**src/rtl/hswap_pkg.sv**
```systemverilog
package hswap_pkg;
    typedef enum logic [1:0] {
        ST_IDLE = 2'd0,
        ST_MOVE = 2'd1,
        ST_FIN  = 2'd2
    } seq_st_e;
endpackage

```
**src/rtl/hswap_lane.sv**
```systemverilog
// Byte-order unit: reverses byte order of a LANES-byte word when swap_en is set.
module hswap_lane #(
    parameter int LANES = 2,
    localparam int DW = LANES * 8
) (
    input  logic [DW-1:0] din,
    input  logic          swap_en,
    output logic [DW-1:0] dout
);
    for (genvar g = 0; g < LANES; g++) begin : g_byte
        assign dout[g*8 +: 8] = swap_en ? din[(LANES-1-g)*8 +: 8] : din[g*8 +: 8];
    end
endmodule

```
**src/rtl/hswap_seq.sv**
```systemverilog
// Beat sequencer: alignment, remaining-length count, burst index, done pulse.
module hswap_seq
    import hswap_pkg::*;
#(
    parameter int AW          = 32,
    parameter int LW          = 16,
    parameter int BURST_BYTES = 64,
    localparam int BEATS      = BURST_BYTES / 2,
    localparam int BIDX_W     = (BEATS > 1) ? $clog2(BEATS) : 1
) (
    input  logic          clk,
    input  logic          rst_n,
    input  logic          req_valid,
    input  logic [AW-1:0] req_addr,
    input  logic [LW-1:0] req_len,
    input  logic          req_wr,
    input  logic          req_raw,
    input  logic [AW-1:0] hi_val,
    input  logic          mem_gnt,
    output logic          req_ready,
    output logic          mem_req,
    output logic          mem_we,
    output logic [AW-1:0] mem_addr,
    output logic [1:0]    mem_be,
    output logic          mem_first,
    output logic          swap_on,
    output logic          done
);
    typedef struct packed {
        seq_st_e           st;
        logic [AW-1:0]     addr;
        logic [LW-1:0]     rem;
        logic              we;
        logic              swap;
        logic              first;
        logic [BIDX_W-1:0] bidx;
    } seq_t;

    seq_t cur_q, nxt_d;
    logic [AW-1:0] base_d;
    logic [LW-1:0] len_d;
    logic          split_d;

    always_comb begin
        nxt_d   = cur_q;
        base_d  = req_addr | hi_val;
        len_d   = req_len;
        split_d = cur_q.we && cur_q.swap;
        if (!req_raw) begin
            base_d[0] = 1'b0;
            len_d[0]  = 1'b0;
        end
        case (cur_q.st)
            ST_IDLE: begin
                if (req_valid) begin
                    nxt_d.addr  = base_d;
                    nxt_d.rem   = len_d;
                    nxt_d.we    = req_wr;
                    nxt_d.swap  = !req_raw;
                    nxt_d.first = 1'b1;
                    nxt_d.bidx  = '0;
                    nxt_d.st    = (len_d == '0) ? ST_FIN : ST_MOVE;
                end
            end
            ST_MOVE: begin
                if (mem_gnt) begin
                    nxt_d.addr = cur_q.addr + AW'(2);
                    if (cur_q.rem <= LW'(2)) begin
                        nxt_d.rem = '0;
                        nxt_d.st  = ST_FIN;
                    end else begin
                        nxt_d.rem = cur_q.rem - LW'(2);
                    end
                    if (cur_q.bidx == BIDX_W'(BEATS - 1)) begin
                        nxt_d.bidx  = '0;
                        nxt_d.first = split_d;
                    end else begin
                        nxt_d.bidx  = cur_q.bidx + BIDX_W'(1);
                        nxt_d.first = 1'b0;
                    end
                end
            end
            ST_FIN:  nxt_d.st = ST_IDLE;
            default: nxt_d.st = ST_IDLE;
        endcase
    end

    always_ff @(posedge clk) begin
        if (!rst_n) begin
            cur_q       <= '0;
            cur_q.st    <= ST_IDLE;
        end else begin
            cur_q <= nxt_d;
        end
    end

    assign req_ready = (cur_q.st == ST_IDLE);
    assign mem_req   = (cur_q.st == ST_MOVE);
    assign mem_we    = cur_q.we;
    assign mem_addr  = cur_q.addr;
    assign mem_be    = (cur_q.rem == LW'(1)) ? 2'b01 : 2'b11;
    assign mem_first = cur_q.first;
    assign swap_on   = cur_q.swap;
    assign done      = (cur_q.st == ST_FIN);

    // a stalled beat keeps its address, enables and burst marker
    assert_stall_hold_R10: assert property (@(posedge clk) disable iff (!rst_n)
        (mem_req && !mem_gnt) |=> (mem_req && $stable(mem_addr) && $stable(mem_be) && $stable(mem_first)));

    // a granted beat that is not the last is followed by the next halfword address
    assert_addr_step_R6: assert property (@(posedge clk) disable iff (!rst_n)
        (mem_req && mem_gnt && cur_q.rem > LW'(2)) |=> (mem_req && mem_addr == $past(mem_addr) + AW'(2)));

    // completion is a single-cycle pulse
    assert_done_pulse_R9: assert property (@(posedge clk) disable iff (!rst_n)
        done |=> !done);

    // no new request is taken while beats are outstanding
    assert_busy_block_R8: assert property (@(posedge clk) disable iff (!rst_n)
        (mem_req || done) |-> !req_ready);

    // swap-mode beats are full halfwords on even addresses
    assert_swap_align_R4: assert property (@(posedge clk) disable iff (!rst_n)
        (mem_req && swap_on) |-> (mem_addr[0] == 1'b0 && mem_be == 2'b11));

    // an empty aligned request completes next cycle without beats
    assert_zero_len_R7: assert property (@(posedge clk) disable iff (!rst_n)
        (req_valid && req_ready && (req_raw ? (req_len == '0) : (req_len[LW-1:1] == '0)))
        |=> (done && !mem_req));
endmodule

```
**src/rtl/hswap_dma_path.sv**
```systemverilog
module hswap_dma_path
    import hswap_pkg::*;
#(
    parameter int AW          = 32,
    parameter int LW          = 16,
    parameter int BURST_BYTES = 64
) (
    input  logic          clk,
    input  logic          rst_n,
    input  logic          hi_we,
    input  logic [AW-1:0] hi_wdata,
    input  logic          req_valid,
    output logic          req_ready,
    input  logic [AW-1:0] req_addr,
    input  logic [LW-1:0] req_len,
    input  logic          req_wr,
    input  logic          req_raw,
    input  logic [15:0]   per_wdata,
    output logic          per_wtake,
    output logic [15:0]   per_rdata,
    output logic          per_rvalid,
    output logic          mem_req,
    input  logic          mem_gnt,
    output logic          mem_we,
    output logic [AW-1:0] mem_addr,
    output logic [1:0]    mem_be,
    output logic          mem_first,
    output logic [15:0]   mem_wdata,
    input  logic [15:0]   mem_rdata,
    output logic          done
);
    typedef struct packed {
        logic [AW-1:0] hi;
        logic          rvalid;
        logic [15:0]   rdata;
    } top_t;

    top_t top_q, top_d;
    logic        swap_on;
    logic [15:0] rd_swapped;
    logic        beat_fire;

    hswap_seq #(
        .AW          (AW),
        .LW          (LW),
        .BURST_BYTES (BURST_BYTES)
    ) u_seq (
        .clk       (clk),
        .rst_n     (rst_n),
        .req_valid (req_valid),
        .req_addr  (req_addr),
        .req_len   (req_len),
        .req_wr    (req_wr),
        .req_raw   (req_raw),
        .hi_val    (top_q.hi),
        .mem_gnt   (mem_gnt),
        .req_ready (req_ready),
        .mem_req   (mem_req),
        .mem_we    (mem_we),
        .mem_addr  (mem_addr),
        .mem_be    (mem_be),
        .mem_first (mem_first),
        .swap_on   (swap_on),
        .done      (done)
    );

    hswap_lane #(.LANES(2)) u_wr_lane (
        .din     (per_wdata),
        .swap_en (swap_on),
        .dout    (mem_wdata)
    );

    hswap_lane #(.LANES(2)) u_rd_lane (
        .din     (mem_rdata),
        .swap_en (swap_on),
        .dout    (rd_swapped)
    );

    assign beat_fire = mem_req && mem_gnt;
    assign per_wtake = beat_fire && mem_we;

    always_comb begin
        top_d        = top_q;
        top_d.rvalid = beat_fire && !mem_we;
        if (beat_fire && !mem_we) begin
            top_d.rdata = rd_swapped;
        end
        if (hi_we) begin
            top_d.hi = hi_wdata;
        end
    end

    always_ff @(posedge clk) begin
        if (!rst_n) begin
            top_q <= '0;
        end else begin
            top_q <= top_d;
        end
    end

    assign per_rdata  = top_q.rdata;
    assign per_rvalid = top_q.rvalid;

    // returned data only follows a granted read beat
    assert_rd_follow_R11: assert property (@(posedge clk) disable iff (!rst_n)
        per_rvalid |-> $past(mem_req && mem_gnt && !mem_we));

    // the peripheral write word is consumed only by a granted write beat
    assert_wtake_gate_R10: assert property (@(posedge clk) disable iff (!rst_n)
        (mem_req && !mem_gnt) |-> !per_wtake);
endmodule

```
**config.mk**
```make
export PLATFORM = sky130hd
export DESIGN_NAME = hswap_dma_path
export DESIGN_NICKNAME = d
export VERILOG_FILES = /design/src/rtl/hswap_pkg.sv /design/src/rtl/hswap_lane.sv /design/src/rtl/hswap_seq.sv /design/src/rtl/hswap_dma_path.sv
export SDC_FILE = /design/constraint.sdc
export NUM_CORES = 1
export LEC_CHECK = 0
export CORE_MARGIN = 5
export CORE_UTILIZATION = 40
export CTS_BUF_LIST = sky130_fd_sc_hd__clkbuf_4 sky130_fd_sc_hd__clkbuf_8 sky130_fd_sc_hd__clkbuf_16
export DETAILED_ROUTE_END_ITERATION = 8
export PLACE_DENSITY = 0.74
export SLEW_MARGIN = 20
export SYNTH_ARGS = -nofsm -noshare
export SYNTH_HDL_FRONTEND = slang
export SYNTH_SLANG_ARGS = --single-unit
```
**constraint.sdc**
```tcl
create_clock -name clk -period 2.91 [get_ports clk]
set_input_delay 0.873 -clock clk [delete_from_list [all_inputs] [get_ports clk]]
set_output_delay 0.873 -clock clk [all_outputs]
set_load 0.02 [all_outputs]
```
# After elaboration in Yosys (flattened, before gate mapping)
# Index checks and enable logic that the tools add are counted.
word_totals:
  regBits: 107
  input_bits: 119
  out_inout_bits: 73
classes:
  n_addsub: 3
  order_cmp: 1
  n_eq_ne: 7
  mux: 17
  n_bitwise: 1
  reduce_logical: 12
ops:
  columns: ["operator", "n"]
  rows:
  - ["$pmux 48 s2", 1]
  - ["$mux 58", 1]
  - ["$mux 50", 1]
  - ["$add 32x2->32 const B", 1]
  - ["$mux 8", 4]
  - ["$or 32x32->32", 1]
  - ["$eq 16x1->1 const B", 1]
  - ["$le 16x2->1 const B", 1]
  - ["$logic_not 16->1", 1]
  - ["$mux 16", 1]
  - ["$sub 16x2->16 const B", 1]
  - ["$mux 6", 2]
  - ["$pmux 6 s2", 1]
  - ["$mux 2", 3]
  - ["$reduce_and 3->1", 2]
  - ["$add 5x1->5 const B", 1]
  - ["$eq 5x5->1 const B", 1]
  - ["$logic_and 1x1->1", 4]
  - ["$ne 2x1->1 const B", 2]
  - ["$pmux 2 s2", 1]
  - ["$eq 2x1->1 const B", 1]
  - ["$eq 2x2->1 const B", 1]
  - ["$logic_not 1->1", 2]
  - ["$logic_not 2->1", 1]
  - ["4 further kinds", 5]

# Depth between registers and ports, before layout
# Gate-level depths: netlist of the first run.
logic_depth:
  word_depth: 5
  mapped_depth: 7

# Cells and area by module
# Synthesis of the first run repeated with hierarchy kept, for this count alone.
hier_totals:
  cells_unflattened: 754
  area_unflattened_um2: 6491.2
modules_own_cells:
  columns: ["module", "instances", "cells_per_inst", "area_per_inst_um2", "seq_area_each_um2"]
  rows:
  - ["hswap_seq", 1, 525, 3977.6, 1161.1]
  - ["hswap_dma_path", 1, 193, 2015.7, 980.9]
  - ["hswap_lane", 2, 18, 249.0, 0.0]

# Worst setup path after synthesis of the first run
# No wires, ideal clock.
synth_path:
  kind: "flip-flop to output port"
  from: "reg u_seq.cur_q[57] (netlist bit)"
  to: "out per_wtake"
  arrival_time_ns: 1.616
  required_ns: 2.037
  setup_slack_ns: 0.421
  stages_incl_launch_ff: 6
  n_path_buf: 2
  cell_sequence: "dfxtp_1 > nand2b_1 > inv_1 > clkbuf_1 > clkbuf_1 > and3_1"
synth_via:
  elab_chain_len: 3
synth_rtl:
  columns: ["item", "line_no", "rtl"]
  rows:
  - ["start, declared", "hswap_seq.sv:39", "seq_t cur_q, nxt_d;"]
  - ["start signal, assigned", "hswap_seq.sv:93", "cur_q <= nxt_d;"]
  - ["$eq 2x1->1", "hswap_seq.sv:98", "assign mem_req = (cur_q.st == ST_MOVE);"]
  - ["named net mem_req", "hswap_dma_path.sv:22", "output logic mem_req,"]
  - ["$logic_and 1x1->1", "hswap_dma_path.sv:79", "assign beat_fire = mem_req && mem_gnt;"]
  - ["$logic_and 1x1->1", "hswap_dma_path.sv:80", "assign per_wtake = beat_fire && mem_we;"]
  - ["end, declared", "hswap_dma_path.sv:19", "output logic per_wtake,"]
# The timed path passes the listed nets, and every way through them passes these cells.

# Worst setup path in the final report of the first run
layout_path:
  from: "in per_wdata[1]"
  to: "out mem_wdata[9]"
layout_via:
  elab_chain_len: 1
layout_rtl:
  columns: ["item", "line_no", "rtl"]
  rows:
  - ["start, declared", "hswap_dma_path.sv:18", "input logic [15:0] per_wdata,"]
  - ["$mux 8", "hswap_lane.sv:11", "assign dout[g*8 +: 8] = swap_en ? din[(LANES-1-g)*8 +: 8] : din[g*8 +: 8];"]
  - ["end, declared", "hswap_dma_path.sv:28", "output logic [15:0] mem_wdata,"]
# Every way passes these cells.

==> impl_metrics.toml, run 1 <==
[global_routing]
grt_pass1_wl_um = 29100
grt_pass1_vias = 5409
antenna_found_initial = 2
track_usage_pct = 20.16
grt_max_degree = 58
grt_overflow = 0

[die]
num_rows = 44
die_y_um = 132.6
core_area_um2 = 14640
die_w_um = 132.6
die_area_um2 = 17590
start_util_pct = 41.08
ios = 192

[place]
hpwl_um = 13600
pre_cts_slack_ns = -0.1103
numPortBuffers = 190
place_congestion = 0.8408

[layout]
fin_util_pct = 55.68
area_growth_pct = 35.54
drive_gt1_share_pct = 10.12
fin_nets = 979
n_antenna_cell = 0
fillerInstances = 1399

[setup_path]
path_buf_inv = 2
cp_top_family = "buffers and inverters"
cp_cell_sequence = "clkdlybuf4s50_1, mux2_2, dlygate4sd2_1"
end_kind = "output pin"
critPathMaxFanout = 2
critPathMaxStageDelay_ns = 0.45
path_class = "in -> out"
critPathSlowestCell = "clkdlybuf4s50_1"
arrival_ns = 1.92
start_kind = "input port"
cp.required_ns = 2.04

[clocking]
hold_buffers = 0
clock_path_buffers = 2
cts_tree = "done"
cts_buffers = 9
htreeDepth = 3
cts.sinks = 107
clkSlewWorstSetupHoldPaths_ns = 0.07
clk_latency_ns = 0.35
root_buffer = "clkbuf_16"

[detailed_routing]
via_count = 5806
firstDrtPassIters = 5
via_per_inst = 5.561
ant_nets = 0
drc_errors = 0
wirelength_um = 18310
drt_iter0_drc = 322
drt-wirelength-per-cell_um = 17.54

[yosys]
ys_types = 68
synth_nets = 845
synth-async-reset-ratio_pct = 0
yosys_warnings = 0
syn_area_um2 = 6016
ys.flop_type = "dfxtp_1"
synth-seq-cells = 107
syn_avg_cell_area_um2 = 8.332
seq_area_frac_synth_pct = 35.61
synth_edf_count = 0
synth_cells = 722

[power]
finalPower_mw = 5.121
p_per_area_nw_per_um2 = 628.1
peakVddDrop_mv = 0.3364
leakagePower_nw = 3.112

[timing]
skew_ns = 0.01061
worst_pin_slew_ns = 0.5676
rsz0062_at_grt = "false"
hold_slack_ns = 0.4586
setup_slack_ns = 0.1149
setup-tns-final_ns = 0
setup_violations = 0
hold_viol = 0
fin_crit_sh_pct = 96.05
slew_headroom_pct = 61.87
fin_crit_ns = 2.795
fmax_ghz = 0.3578
drv_slew = 0

[hold_path]
hold_class = "reg -> reg"

[run_status]
status = "finished, final reports clean"

[run]
drv_cap = 0
synthesized netlist by cell type (3+ instances only):
library cell  count  area, µm²
a31oi_1           8      50.05
and2_1            5      31.28
nor2_1           90      337.8
o31a_1            8      70.07
o21ai_0          42      210.2
buf_2             3      15.01
a21oi_1          35      175.2
a21boi_0          4      30.03
or3_1             5      31.28
a32o_1            3      30.03
o211ai_1         14      105.1
and4_1            4      35.03
o22ai_1           7      43.79
nor2b_1           3      18.77
buf_4            49      367.9
mux2i_1          54      540.5
o31ai_1           3      22.52
buf_1            10      37.54
o2bb2ai_1         5      43.79
a22oi_1           4      30.03
nand2_1          54      202.7
nand3_1          26      130.1
inv_1             4      15.01
a21o_1            5      37.54
a211oi_1         18      135.1
nor4_1            8      50.05
dfxtp_1         107       2142
nand4_1          12      75.07
o211a_1           3      30.03
mux2_2           17      191.4
o32ai_1           4      35.03
nor3_1           13      65.06
nand4b_1          3      26.28
o21a_1            4      30.03
ha_1              4      50.05
clkbuf_1         36      135.1
and3_1            9      56.30
power breakdown:
part	switching (mW)	leakage, nW	internal (mW)
logic	1.11	2.09	0.942
clock network	0.570	0.145	0.692
registers	0.169	0.877	1.64
per-stage QoR:
step	instance area, µm²	cells
2_1_floorplan	6016	722
3_3_place_gp	7874	1029
3_5_place_dp	7874	1029
4_1_cts	8158	1044
5_1_grt	8154	1044
6_report	8154	1044
final cells by class:
cell class	count	area [µm²]	area share, %
Clock inverter	5	60.06	0.7365
Multi-Input combinational cell	511	3304	40.52
Timing Repair Buffer	222	2160	26.48
Inverter	5	18.77	0.2302
Sequential cell	107	2142	26.27
Clock buffer	10	239.0	2.931
Tap cell	184	230.2	2.823
routing by layer:
layer / track usage, % / part of all wire (%) / vias to the layer above
met4: 4.734 / 0.92 / 4
met1: 26.58 / 45 / 2695
met5: 0 / 0.10 / -
li1: - / - / 2856
met3: 6.568 / 9.4 / 19
met2: 32.16 / 45 / 232
worst paths after layout:
path,from,slack (ns),end,cells after the start
setup / recovery,per_wdata[1],0.11,mem_wdata[9],3
hold / removal,u_seq.cur_q[4]$_SDFFE_PN0P_,0.46,u_seq.cur_q[4]$_SDFFE_PN0P_,2
setup reg to reg,u_seq.mem_addr[6]$_SDFFE_PN0P_,0.67,u_seq.mem_addr[28]$_SDFFE_PN0P_,5
hold reg to reg,u_seq.cur_q[4]$_SDFFE_PN0P_,0.46,u_seq.cur_q[4]$_SDFFE_PN0P_,2
cells by family (layout without fill, tap and decap cells):
| kind of cell | Yosys count | count (layout) | synth area share, % |
|---|---|---|---|
| buffers and inverters | 104 | 242 | 9.734 |
| other | 1 | 1 | 0.06234 |
| adder cells (fa/ha/maj) | 4 | 4 | 0.8320 |
| multiplexers | 71 | 71 | 12.17 |
| flip-flops | 107 | 107 | 35.61 |
| AO/OA/AOI/OAI | 184 | 184 | 20.92 |
| XOR/XNOR | 2 | 2 | 0.2912 |
| AND/OR/NAND/NOR | 249 | 249 | 20.38 |
what timing repair did:
item / in CTS / in global routing
endpoints found under the setup margin: 17 / 1
buffers inserted: 0 / 0
hold endpoints to repair: 0 / 0
gates resized for setup: 18 / 2
cell usage in the layout, fill, tap and decap left out, drive strengths merged, types with 8 or more instances in the layout:
cell type,count
nor4,9
and3,9
dlygate4sd2,16
buf,34
mux2,17
mux2i,54
nand2,54
o31a,8
clkbuf,11
dfxtp,107
a31oi,8
clkdlybuf4s50,171
nor3,13
o21ai,45
nand3,27
nand4,13
a21oi,35
o211ai,14
nor2,90
a211oi,18
sequential cells by signal, summed over array words and instances (netlist names):
signal / cells
u_seq.cur_q: 23
u_seq.mem_addr: 32
u_seq.swap_on: 1
top_q: 32
per_rdata: 16
u_seq.mem_first: 1
u_seq.mem_we: 1
per_rvalid: 1
worst register-to-register path, stage by stage (launching register included):
cell and delay [ns]:
dfxtp_1 0.50, nand4_2 0.25, nor4_4 0.60, nand3_2 0.26
and3_1 0.26, o31a_1 0.26
No activity file was read; power rests on OpenSTA's default activity.
==> run 2: changes to the inputs <==
- PLACE_DENSITY: 0.74 -> 0.76
- clock period: 2.91 -> 2.4 ns (I/O delays scaled with it)
==> impl_metrics.toml, run 2 (synthesis results as in run 1) <==
[run_status]
status = "finished with violations"
violations = "negative setup slack"

[die]
core_area_um2 = 14640
num_rows = 44
die_y_um = 132.6
die_area_um2 = 17590
start_util_pct = 41.08
die_w_um = 132.6
ios = 192

[setup_path]
start_kind = "register"
path_class = "reg -> out"
end_kind = "output pin"
cp.required_ns = 1.68
arrival_ns = 1.68
critPathMaxFanout = 2

[timing]
fin_crit_ns = 2.403
fmax_ghz = 0.4162
hold_viol = 0
drv_slew = 0
setup_violations = 1
skew_ns = 0.009768
rsz0062_at_grt = "true"
slew_headroom_pct = 65.78
worst_pin_slew_ns = 0.5133
setup_slack_ns = -0.002885
fin_crit_sh_pct = 100.1

[power]
p_int_mw = 4.151
p_per_area_nw_per_um2 = 759.4
p_sw_share_pct = 35.45
pwr-share-clk_pct = 24.1
leakagePower_nw = 3.309
peakVddDrop_mv = 0.4161
finalPower_mw = 6.430
power.switching_mw = 2.279
seqPwrFrac_pct = 33.7
combPwrFrac_pct = 42.2

[layout]
mostFrequentLayoutCells = "clkdlybuf4s50_1, dfxtp_1, nor2_1"
n_antenna_cell = 0
drive_gt1_share_pct = 16.13
area_growth_pct = 40.74
final_common_cell = "clkdlybuf4s50_1"
fin_nets = 1017

[detailed_routing]
drc_errors = 0
drt-wirelength-per-cell_um = 17.38
ant_nets = 0
wirelength_um = 18820
firstDrtPassIters = 4
via_count = 5986
via_per_inst = 5.527
drt_iter0_drc = 277

[place]
pre_cts_slack_ns = -0.4330
numPortBuffers = 190
hpwl_um = 13870
place_congestion = 0.8990

[global_routing]
grt_overflow = 0
antenna_found_initial = 0
grt_pass1_wl_um = 30350
track_usage_pct = 21.06
grt_pass1_vias = 5948
grt_max_degree = 39

[clocking]
root_buffer = "clkbuf_16"
clkSlewWorstSetupHoldPaths_ns = 0.07
cts_tree = "done"
cts_buffers = 9
cts.sinks = 107
post-cts-setup-buffers = 0
htreeDepth = 3
clk_latency_ns = 0.35
clock_path_buffers = 2
hold_buffers = 0

[run]
drv_cap = 0

[hold_path]
hold_class = "reg -> reg"
==> run 2: cell count changes in the layout (fill, tap and decap cells not counted), sizes merged <==
cell,change
buf,+51
clkinv,-1
clkbuf,+2
inv,-1
clkdlybuf4s15,+4
clkdlybuf4s50,-2
dlygate4sd2,-14
==> run 2: area by class of cell <==
cell class	count	area, µm²
inverters	5	18.77
multi-input cells	511	3318
clock inverters	3	46.29
repair buffers	260	2449
fillers	1340	6177
flip-flops and latches	107	2143
clock buffers	13	261.5
well taps	184	230.2
==> run 2: worst paths after layout <==
check / startpoint / endpoint / slack [ns] / cells past startpoint
worst max register to register: u_seq.cur_q[9]$_SDFFE_PN0P_ / u_seq.cur_q[21]$_SDFFE_PN0P_ / 0.29 / 8
worst max-delay path: u_seq.cur_q[14]$_SDFFE_PN0P_ / mem_be[1] / -0.003 / 4
worst min-delay path: u_seq.mem_addr[0]$_SDFFE_PN0P_ / u_seq.mem_addr[0]$_SDFFE_PN0P_ / 0.45 / 2
worst min register to register: u_seq.mem_addr[0]$_SDFFE_PN0P_ / u_seq.mem_addr[0]$_SDFFE_PN0P_ / 0.45 / 2
==> run 2: critical path: stages (launching register included) <==
cell     delay, ns
dfxtp_2       0.32
or4_4         0.56
nor4_4        0.17
nand3_1       0.14
buf_6         0.15
==> run 2: repair_timing <==
item,4_1_cts,5_1_grt
pin swaps,1,0
endpoints found under the setup margin,19,10
gates resized for setup,66,11
==> run 2: power by group through the flow <==
stage	logic (mW)	registers (mW)	clock network, mW
after global routing	2.94	2.20	1.66
final	2.71	2.17	1.55
after floorplan	1.63	2.18	0
after global placement	2.68	2.19	0
after CTS	2.73	2.17	1.59
after detailed placement	2.71	2.20	0
==> run 2: through the flow <==
step | setup TNS, ns | instance area (µm²) | std cells | hold slack [ns] | utilization [%]
2_1_floorplan | 0 | 6016 | 722 | 0.4323 | -
3_3_place_gp | -12.21 | 8199 | 1067 | 0.4440 | 55.99
3_5_place_dp | -13.70 | 8199 | 1067 | 0.4509 | 55.99
4_1_cts | -0.03337 | 8518 | 1083 | 0.4602 | 58.17
5_1_grt | -0.08098 | 8467 | 1083 | 0.4961 | 57.82
6_report | -0.002885 | 8467 | 1083 | 0.4541 | 57.82
==> run 2: routing by layer <==
layer  GRT usage [%]  vias to the layer above  share of wire, %  routed length [µm]
met5               0                        -                 0                   0
li1                -                     2941                 -                   -
met3           5.315                       28               7.9                1484
met4           7.506                        0               2.2                 415
met2           34.91                      232                46                8674
met1           26.58                     2785                44                8250
==> run 3: changes to the inputs <==
- CORE_UTILIZATION: 40 -> 43
- PLACE_DENSITY: 0.76 -> 0.81
==> impl_metrics.toml, run 3 (synthesis results as in run 1) <==
[detailed_routing]
ant_nets = 0
drt_iter0_drc = 307
via_count = 6041
firstDrtPassIters = 6
drc_errors = 0
drt-wirelength-per-cell_um = 17.46
wirelength_um = 18760
via_per_inst = 5.625

[clocking]
post-cts-setup-buffers = 0
clkSlewWorstSetupHoldPaths_ns = 0.08
hold_buffers = 0
clock_path_buffers = 2
root_buffer = "clkbuf_16"
cts.sinks = 107
cts_buffers = 9
htreeDepth = 3
clk_latency_ns = 0.36
cts_tree = "done"

[layout]
mostFrequentLayoutCells = "clkdlybuf4s50_1, dfxtp_1, nor2_1"
fin_util_pct = 60.90
final_common_cell = "clkdlybuf4s50_1"
fin_nets = 1012
drive_gt1_share_pct = 15.55
n_antenna_cell = 0
area_growth_pct = 39.98

[timing]
drv_slew = 0
fin_crit_sh_pct = 101.7
setup_slack_ns = -0.04131
hold_viol = 0
fin_crit_ns = 2.441
skew_ns = 0.01757
fmax_ghz = 0.4096
setup_violations = 1
rsz0062_at_grt = "true"

[setup_path]
cp.required_ns = 1.68
end_kind = "output pin"
start_kind = "register"
critPathCapture = "mem_be[1]"
rrSetupSlack_ns = 0.25
critPathLaunch = "u_seq.cur_q[14]$_SDFFE_PN0P_"
critPathMaxFanout = 2
r2r-end = "u_seq.cur_q[21]$_SDFFE_PN0P_"
path_class = "reg -> out"
arrival_ns = 1.72
reg2regPathDepth = 8
reg2reg_from = "u_seq.cur_q[9]$_SDFFE_PN0P_"

[place]
place_congestion = 0.8645
numPortBuffers = 190
hpwl_um = 14050

[global_routing]
antenna_found_initial = 0
grt_pass1_vias = 5888
grt_pass1_wl_um = 29570
track_usage_pct = 22.20
grt_max_degree = 39
grt_overflow = 0

[die]
num_rows = 43
core_area_um2 = 13830
die_area_um2 = 16460
start_util_pct = 43.51
ios = 192
die_w_um = 128.3
die_y_um = 128.3

[power]
peakVddDrop_mv = 0.4784
leakagePower_nw = 3.294
finalPower_mw = 6.405
p_per_area_nw_per_um2 = 760.6

[hold_path]
hold_class = "reg -> reg"

[run]
drv_cap = 0

[run_status]
status = "finished with violations"
violations = "negative setup slack"
[run 3: cell count changes in the layout (fill, tap and decap cells not counted), sizes merged, moves of 2 or more]
cell and change:
clkbuf -4, clkdlybuf4s15 -3, buf -2, clkinvlp +2
[run 3: worst min path at each step]
stage	startpoint	to	cells after the start	slack, ns
after floorplan	u_seq.mem_addr[0]$_SDFFE_PN0P_	u_seq.mem_addr[0]$_SDFFE_PN0P_	2	0.43
after global placement	u_seq.cur_q[4]$_SDFFE_PN0P_	u_seq.cur_q[4]$_SDFFE_PN0P_	2	0.45
after detailed placement	u_seq.cur_q[4]$_SDFFE_PN0P_	u_seq.cur_q[4]$_SDFFE_PN0P_	2	0.45
after CTS	u_seq.cur_q[4]$_SDFFE_PN0P_	u_seq.cur_q[4]$_SDFFE_PN0P_	2	0.46
after global routing	u_seq.cur_q[4]$_SDFFE_PN0P_	u_seq.cur_q[4]$_SDFFE_PN0P_	2	0.48
final	u_seq.cur_q[4]$_SDFFE_PN0P_	u_seq.cur_q[4]$_SDFFE_PN0P_	2	0.46
[run 3: where the power goes]
part	internal, mW	total [mW]	switching [mW]
logic	1.27	2.69	1.42
registers	1.99	2.17	0.183
clock network	0.826	1.55	0.719
total	4.08	6.41	2.32
[run 3: routing by layer]
metal / part of all wire [%] / vias to the layer above / track usage (%) / routed length (µm)
met5: 0 / - / 0 / 0
met4: 1.6 / 0 / 5.930 / 294
met3: 12 / 23 / 7.917 / 2185
met2: 46 / 306 / 37.24 / 8719
met1: 40 / 2785 / 26.95 / 7555
li1: - / 2927 / - / -
[run 3: timing repair]
action	in CTS	in global routing
endpoints found under the setup margin	19	16
resized for setup	62	16
hold endpoints to repair	0	0
pin swaps	1	0
[run 3: critical path: stages, from the launching register on]
cell and delay [ns]:
dfxtp_1 0.32, or4_4 0.57, nor4_4 0.18, nand3_1 0.12
buf_2 0.17
[run 3: stage by stage]
stage               std cells  setup slack (ns)  hold slack, ns  cell area (µm²)  TNS (ns)
floorplan                 722           0.06442          0.4323             6016         0
CTS                      1074          -0.06813          0.4637             8488  -0.06813
global placement         1058           -0.4316          0.4466             8169    -11.61
global route             1074           -0.1261          0.4786             8421   -0.1261
detailed placement       1058           -0.4445          0.4539             8169    -13.64
finish                   1074          -0.04131          0.4630             8421  -0.04131
[run 3: final cells by class]
| class | count | area (µm²) |
|---|---|---|
| clock buffers | 9 | 225.2 |
| inverters | 5 | 18.77 |
| multi-input cells | 511 | 3324 |
| well taps | 180 | 225.2 |
| repair buffers | 255 | 2401 |
| fillers | 1232 | 5406 |
| clock inverters | 7 | 83.83 |
| flip-flops and latches | 107 | 2142 |
